### src/rtl/txdma_ctrl.sv
module txdma_ctrl #(
  parameter int NCH = 4,
  parameter int AW  = 32,
  parameter int CW  = 16,
  parameter int DW  = 8,
  localparam int SW = (NCH > 1) ? $clog2(NCH) : 1
) (
  input  logic           clk,
  input  logic           rst_n,
  input  logic [NCH-1:0] ch_en,
  input  logic [NCH-1:0] irq_en,
  input  logic           rel_each,
  input  logic           cfg_we,
  input  logic [SW-1:0]  cfg_sel,
  input  logic [AW-1:0]  cfg_addr,
  input  logic [CW-1:0]  cfg_cnt,
  input  logic [NCH-1:0] irq_clr,
  input  logic [NCH-1:0] fifo_empty,
  input  logic [NCH-1:0] fifo_full,
  output logic           bus_req,
  input  logic           bus_gnt,
  output logic           mem_rd,
  output logic [AW-1:0]  mem_addr,
  input  logic [DW-1:0]  mem_rdata,
  output logic [NCH-1:0] fifo_we,
  output logic [DW-1:0]  fifo_wdata,
  output logic [NCH-1:0] irq
);

  typedef enum logic [2:0] {S_IDLE, S_REQ, S_PICK, S_RD, S_WR} st_t;

  st_t            st;
  logic [SW-1:0]  cur, sel;
  logic [AW-1:0]  addr_q [NCH];
  logic [CW-1:0]  cnt_q  [NCH];
  logic [NCH-1:0] live, pend, irq_q;
  logic           stop;

  assign pend       = ch_en & fifo_empty & live;
  assign stop       = fifo_full[cur] || (cnt_q[cur] == '0);
  assign bus_req    = (st != S_IDLE);
  assign mem_rd     = (st == S_RD) && !stop;
  assign mem_addr   = addr_q[cur];
  assign fifo_wdata = mem_rdata;
  assign irq        = irq_q;

  always_comb begin
    sel = '0;
    for (int i = NCH - 1; i >= 0; i--)
      if (pend[i]) sel = SW'(i);
  end

  always_ff @(posedge clk) begin
    if (!rst_n) begin
      st  <= S_IDLE;
      cur <= '0;
    end else begin
      case (st)
        S_IDLE: if (|pend) st <= S_REQ;
        S_REQ:  if (bus_gnt) st <= S_PICK;
        S_PICK: if (|pend) begin
                  st  <= S_RD;
                  cur <= sel;
                end else st <= S_IDLE;
        S_RD:   if (stop) st <= rel_each ? S_IDLE : S_PICK;
                else st <= S_WR;
        S_WR:   st <= S_RD;
        default: st <= S_IDLE;
      endcase
    end
  end

  for (genvar i = 0; i < NCH; i++) begin : g_ch
    logic hit;
    assign hit        = (st == S_WR) && (cur == SW'(i));
    assign fifo_we[i] = hit;
    assign live[i]    = (cnt_q[i] != '0);

    always_ff @(posedge clk) begin
      if (!rst_n) begin
        addr_q[i] <= '0;
        cnt_q[i]  <= '0;
        irq_q[i]  <= 1'b0;
      end else begin
        if (cfg_we && cfg_sel == SW'(i)) begin
          addr_q[i] <= cfg_addr;
          cnt_q[i]  <= cfg_cnt;
        end else if (hit) begin
          addr_q[i] <= addr_q[i] + 1'b1;
          cnt_q[i]  <= cnt_q[i] - 1'b1;
        end
        if (hit && cnt_q[i] == CW'(1) && irq_en[i]) irq_q[i] <= 1'b1;
        else if (irq_clr[i])                        irq_q[i] <= 1'b0;
      end
    end
  end

endmodule

### config.mk
export PLATFORM = sky130hd
export DESIGN_NAME = txdma_ctrl
export DESIGN_NICKNAME = d
export VERILOG_FILES = /design/src/rtl/txdma_ctrl.sv
export SDC_FILE = /design/constraint.sdc
export NUM_CORES = 1
export LEC_CHECK = 0
export ABC_AREA = 1
export CORE_MARGIN = 2
export CORE_UTILIZATION = 40
export DETAILED_ROUTE_END_ITERATION = 7
export GPL_ROUTABILITY_DRIVEN = 0
export PLACE_DENSITY_LB_ADDON = 0.05
export REMOVE_ABC_BUFFERS = 1
export SETUP_SLACK_MARGIN = 0.3
export SYNTH_ARGS = -nofsm -noshare
export SYNTH_HDL_FRONTEND = slang
export SYNTH_SLANG_ARGS = --single-unit
### constraint.sdc
create_clock -name clk -period 3.6 [get_ports clk]
set_input_delay 0.54 -clock clk [delete_from_list [all_inputs] [get_ports clk]]
set_output_delay 0.54 -clock clk [all_outputs]
set_load 0.02 [all_outputs]
==> flow_summary.ini, run 1 <==
[yosys]
synth_area_leaders = edfxtp_1 (41%), nand2_1 (12%), o21ai_0 (8.0%)
ys_warn_count = 0
synth_top_area_share_pct = 41.2
avgSynthCellArea_um2 = 7.30
seq_area_frac_synth_pct = 42.8
synth_edf_count = 192
ys_ff_latch = 203
synth_largest_area_cell = edfxtp_1
synthArstFlopShare_pct = 0
synthesis.area_um2 = 14000
netlist-cell-type-count = 40
ys.flop_type = edfxtp_1
synthCells = 1918

[drt]
antenna_left = 0
initialDrtViolationCount = 1316
viasPerCell = 5.53
wirelength_um = 50800
vias = 13797
routedWlPerCell_um = 20.4
drc = 0
first_pass_iters = 5

[die]
start_util_pct = 40.6
die_w_um = 191
rows = 68
ios = 133
fp.dieArea_um2 = 36500
coreArea_um2 = 34500
die_y_um = 191

[power_and_ir_drop]
ir_worst_vdd_v = 0.000373
cellPowerDensity_nw_per_um2 = 450
p_leak_nw = 6.54

[global_route]
grtUsageTotal_pct = 27.8
grt_max_degree = 53
grt_pass1_vias = 13261
antenna_found_initial = 0
grt_pass1_wl_um = 77500
grt_overflow = 0

[cells_and_area]
final_nets = 2114
syn_to_final_growth_pct = 19.0
diodes = 0
final_cell_mix = nand2_1 (439), nor2_1 (260), inv_1 (226)
fillers = 3475
drive_gt1_share_pct = 4.56
final_common_cell = nand2_1

[clocking]
postCtsSetupRepairBufs = 0
htreeDepth = 1
hold_buffers = 0
cts_buffers = 28
cts_root_buffer = clkbuf_16
cts_tree = built
clk_path_buf_depth = 3
clock_latency_ns = 0.56
clk_pin_slew_ns = 0.05
cts.repair.resized = 2
cts_sinks = 203

[worst_setup_path]
crit_type = reg2out
required_ns = 3.06
crit_chain = buf_4, o21ai_0, o22ai_1, clkdlybuf4s50_1
critPathSlowestCell = clkdlybuf4s50_1
end_kind = primary output
crit_path_start_kind = flip-flop
cpPeakStageDelay_ns = 0.70
critPathMaxFanout = 52
arrival_ns = 2.76

[placement]
hpwl_um = 38900
place_ws_ns = 0.742
io_buffers = 116

[sta]
fin_crit_sh_pct = 91.7
fin_crit_ns = 3.30
setup_ws_ns = 0.299
fmax_mhz = 303
setup_viol = 0
relSlewSlack_pct = 49.7
tightest_slew_ns = 0.753
drv_slew = 0
tns_ns = 0
finalClockSkew_ns = 0.0159
hold_viol_final = 0
rsz0062_at_grt = true

[outcome]
run_status = complete, no violations

[hold_path]
hold_path_class = reg2reg

[flow_run]
drv_cap = 0
==> worst max-delay path: cells and delay by family (launching register included) <==
kind | cells | cell delay (ns)
AOI/OAI and AO/OA | 2 | 0.67
DFF | 1 | 0.36
buffers and inverters | 2 | 1.18
==> per-layer routing <==
layer	up-vias	share of wire (%)	GRT usage, %
met5	-	0	0
met4	0	5.3	13.0
met3	133	6.7	3.12
met2	626	46	45.8
met1	6397	42	36.6
li1	6641	-	-
==> area by class of cell <==
cell class | count | area [um^2] | area share (%)
multi-input cells | 1408 | 6830 | 41.0
inverters | 234 | 880 | 5.28
clock buffers | 32 | 737 | 4.43
repair buffers | 144 | 1420 | 8.51
well taps | 455 | 569 | 3.42
clock inverters | 19 | 236 | 1.42
flip-flops and latches | 203 | 5990 | 36.0
==> registers in the layout, summed over array words and instances, names as in the netlist, named ones only <==
name and flops:
cur 2, irq 4, st 3, addr_q 128, cnt_q 64
==> kinds of logic after synthesis <==
| logic type | count (synthesis) | synth area share, % |
|---|---|---|
| AOI/OAI and AO/OA | 423 | 16.1 |
| adders and majority gates | 12 | 1.07 |
| xor gates and xnor gates | 80 | 5.01 |
| buffers and inverters | 307 | 8.70 |
| DFF | 203 | 42.8 |
| and+or+nand+nor | 893 | 26.4 |
==> metrics by stage <==
step	utilization [%]	instances	power [W]	area [um^2]	hold slack [ns]
2_1_floorplan	-	1845	0.00374	13700	0.474
3_3_place_gp	45.4	2444	0.00452	15700	0.456
3_5_place_dp	45.4	2444	0.00452	15700	0.453
4_1_cts	48.3	2495	0.00752	16600	0.468
5_1_grt	48.3	2495	0.00774	16700	0.492
6_report	48.3	2495	0.00750	16700	0.462
==> worst paths after layout <==
check            start       endpoint  slack [ns]  depth (start not counted)
max          flip-flop    mem_addr[2]        0.30                          4
min             irq[1]         irq[1]        0.46                          2
max reg2reg      st[2]  addr_q[2][18]        1.17                          8
min reg2reg     irq[1]         irq[1]        0.46                          2
==> cell usage after synthesis, types with 5 or more instances <==
library cell / instances
clkbuf_1: 40
xnor2_1: 31
nor2_1: 264
o21ai_0: 225
nand3_1: 76
buf_4: 12
nand4_1: 28
nand2_1: 443
nand3b_1: 7
a31oi_1: 6
clkinv_1: 7
buf_1: 5
dfxtp_1: 11
edfxtp_1: 192
xor2_1: 49
ha_1: 12
o22ai_1: 66
a21oi_1: 111
nor3_1: 55
buf_2: 15
inv_1: 226
==> power breakdown <==
group | leakage [nW] | internal [W] | switching, W
clock | 0.480 | 0.00188 | 0.00112
combinational | 4.01 | 0.000552 | 0.000995
sequential | 2.05 | 0.00276 | 0.000195
Note: power is estimated with default switching activity, not from simulation.
==> inputs of run 2 (changes only) <==
Settings changed: SLEW_MARGIN set to 40.
==> results of run 2 <==
No change in the layout: final DEF, timing and power equal those of run 1.
==> inputs of run 3 (changes only) <==
Settings changed: CAP_MARGIN set to 20, REMOVE_ABC_BUFFERS 1 to not set.
==> run 3 against run 2 <==
Compared with the run above:
- die area unchanged
- clock-buffer cell count down 3
- register-to-register slack better by 0.06 ns
- sequential power about the same
- hold slack about the same
- critical endpoint is now mem_rd
- clock power about the same
- highest routed layer unchanged
- clock skew down 0.0025 ns
- first-iteration DRC count up 6.4%
- sequential share of layout area up 0.057 points
- worst setup slack better by 0.072 ns
- maximum frequency up 2.2%
==> flow_summary.ini, run 3 (synthesized netlist as in run 1, its figures left out) <==
[clocking]
cts_tree = built
cts_root_buffer = clkbuf_16
clk_pin_slew_ns = 0.06
clock_latency_ns = 0.55
cts_buffers = 27
hold_buffers = 0
clk_path_buf_depth = 3
htreeDepth = 1
cts_sinks = 203
postCtsSetupRepairBufs = 0

[placement]
place_ws_ns = 0.777
placed_area_um2 = 15600
io_buffers = 116
hpwl_um = 38700

[die]
die_y_um = 191
fp.dieArea_um2 = 36500
die_w_um = 191
coreArea_um2 = 34500
start_util_pct = 40.6
rows = 68
ios = 133

[drt]
top_layer_used = met4
viasPerCell = 5.52
routedWlPerCell_um = 20.2
antenna_left = 0
drc = 0
wirelength_um = 50300
met1_length_um = 23400
first_pass_iters = 6
wl_met2_um = 20800
dr_wl_met3_um = 4620
initialDrtViolationCount = 1400
vias = 13739

[hold_path]
hold_path_class = reg2reg

[sta]
hold_viol_final = 0
finalClockSkew_ns = 0.0134
fin_crit_sh_pct = 89.7
fin_crit_ns = 3.23
drv_slew = 0
setup_ws_ns = 0.371
rsz0062_at_grt = true
setup_viol = 0
fmax_mhz = 310
tightest_slew_ns = 0.772
tns_ns = 0
relSlewSlack_pct = 48.4

[global_route]
grtUsageTotal_pct = 27.6
grt_overflow = 0
grt_pass1_vias = 12861
antenna_found_initial = 0
grt_max_degree = 71
grt_pass1_wl_um = 76100

[cells_and_area]
final_cell_mix = nand2_1 (439), nor2_1 (260), inv_1 (226)
syn_to_final_growth_pct = 18.8
fillers = 3542
final_common_cell = nand2_1
design_area_um2 = 16600
final_nets = 2109
drive_gt1_share_pct = 4.42
top_register = addr_q
largest_register_ffs = 128

[power_and_ir_drop]
total_power_w = 0.00748
sequentialPowerShare_pct = 39.6
p_switching_w = 0.00229
internal-power_w = 0.00519
cellPowerDensity_nw_per_um2 = 450
p_leak_nw = 6.52
pwr-share-comb_pct = 20.2
clockPowerShare_pct = 40.2
swShare_pct = 30.6
ir_worst_vdd_v = 0.000392

[worst_setup_path]
crit_type = reg2out
arrival_ns = 2.69
end_kind = primary output
critPathMaxFanout = 6
crit_path_start_kind = flip-flop
required_ns = 3.06

[yosys]
syn_nets = 2013

[flow_run]
drv_cap = 0

[outcome]
run_status = complete, no violations
[run 3: cell types whose count changed in the layout (fill, tap and decap cells not counted), moves of 2 or more]
| cell | previous run | this run |
|---|---|---|
| buf_4 | 24 | 19 |
| clkbuf_1 | 3 | 1 |
| clkbuf_16 | 29 | 27 |
| clkinv_1 | 13 | 11 |
| clkinv_2 | 7 | 5 |
| clkinvlp_4 | 0 | 2 |
[run 3: per-stage QoR]
step	util [%]	instances	hold slack [ns]
floorplan	-	1918	0.474
global placement	45.4	2440	0.459
detailed placement	45.4	2440	0.460
CTS	48.2	2489	0.468
global route	48.2	2489	0.485
finish	48.2	2490	0.462
[run 3: power by group through the flow]
stage	logic [W]	clock network, W	registers, W
after floorplan	0.000852	0	0.00292
after global placement	0.00148	0	0.00300
after detailed placement	0.00149	0	0.00300
after CTS	0.00149	0.00304	0.00295
after global routing	0.00163	0.00313	0.00298
final	0.00151	0.00301	0.00296
[run 3: final timing paths]
path                from            end  slack, ns  cells after the start
max          cnt_q[2][2]         mem_rd       0.37                      9
min               irq[2]         irq[2]       0.46                      2
max reg2reg       cur[0]  addr_q[3][18]       1.23                      7
min reg2reg       irq[2]         irq[2]       0.46                      2
[run 3: per-layer routing]
layer	GRT usage, %	vias up
met5	0	-
met4	7.84	0
met3	4.44	91
met2	39.8	590
met1	42.1	6415
li1	-	6643
[run 3: final cells by class]
cell class | count | area [um^2] | area share (%)
antenna | 1 | 2.50 | 0.0151
clock buffer | 29 | 693 | 4.17
clock inverter | 20 | 278 | 1.67
inverter | 234 | 878 | 5.28
multi-input combinational | 1408 | 6820 | 41.0
sequential | 203 | 5990 | 36.0
tap | 455 | 569 | 3.42
timing repair buffer | 140 | 1400 | 8.39
[run 3: critical path, stage by stage, from the launching register on]
cell	delay (ns)
edfxtp_1	0.43
nor2_1	0.13
nand2_1	0.08
nor2_1	0.34
nand3_1	0.22
nand2_1	0.11
nand2_1	0.05
nand3_1	0.19
nor2_1	0.06
clkdlybuf4s50_1	0.53
[run 3: timing repair]
action                                  in CTS  in global routing
gates resized for setup                      1                  4
endpoints found under the setup margin       1                  6
hold endpoints to repair                     0                  0
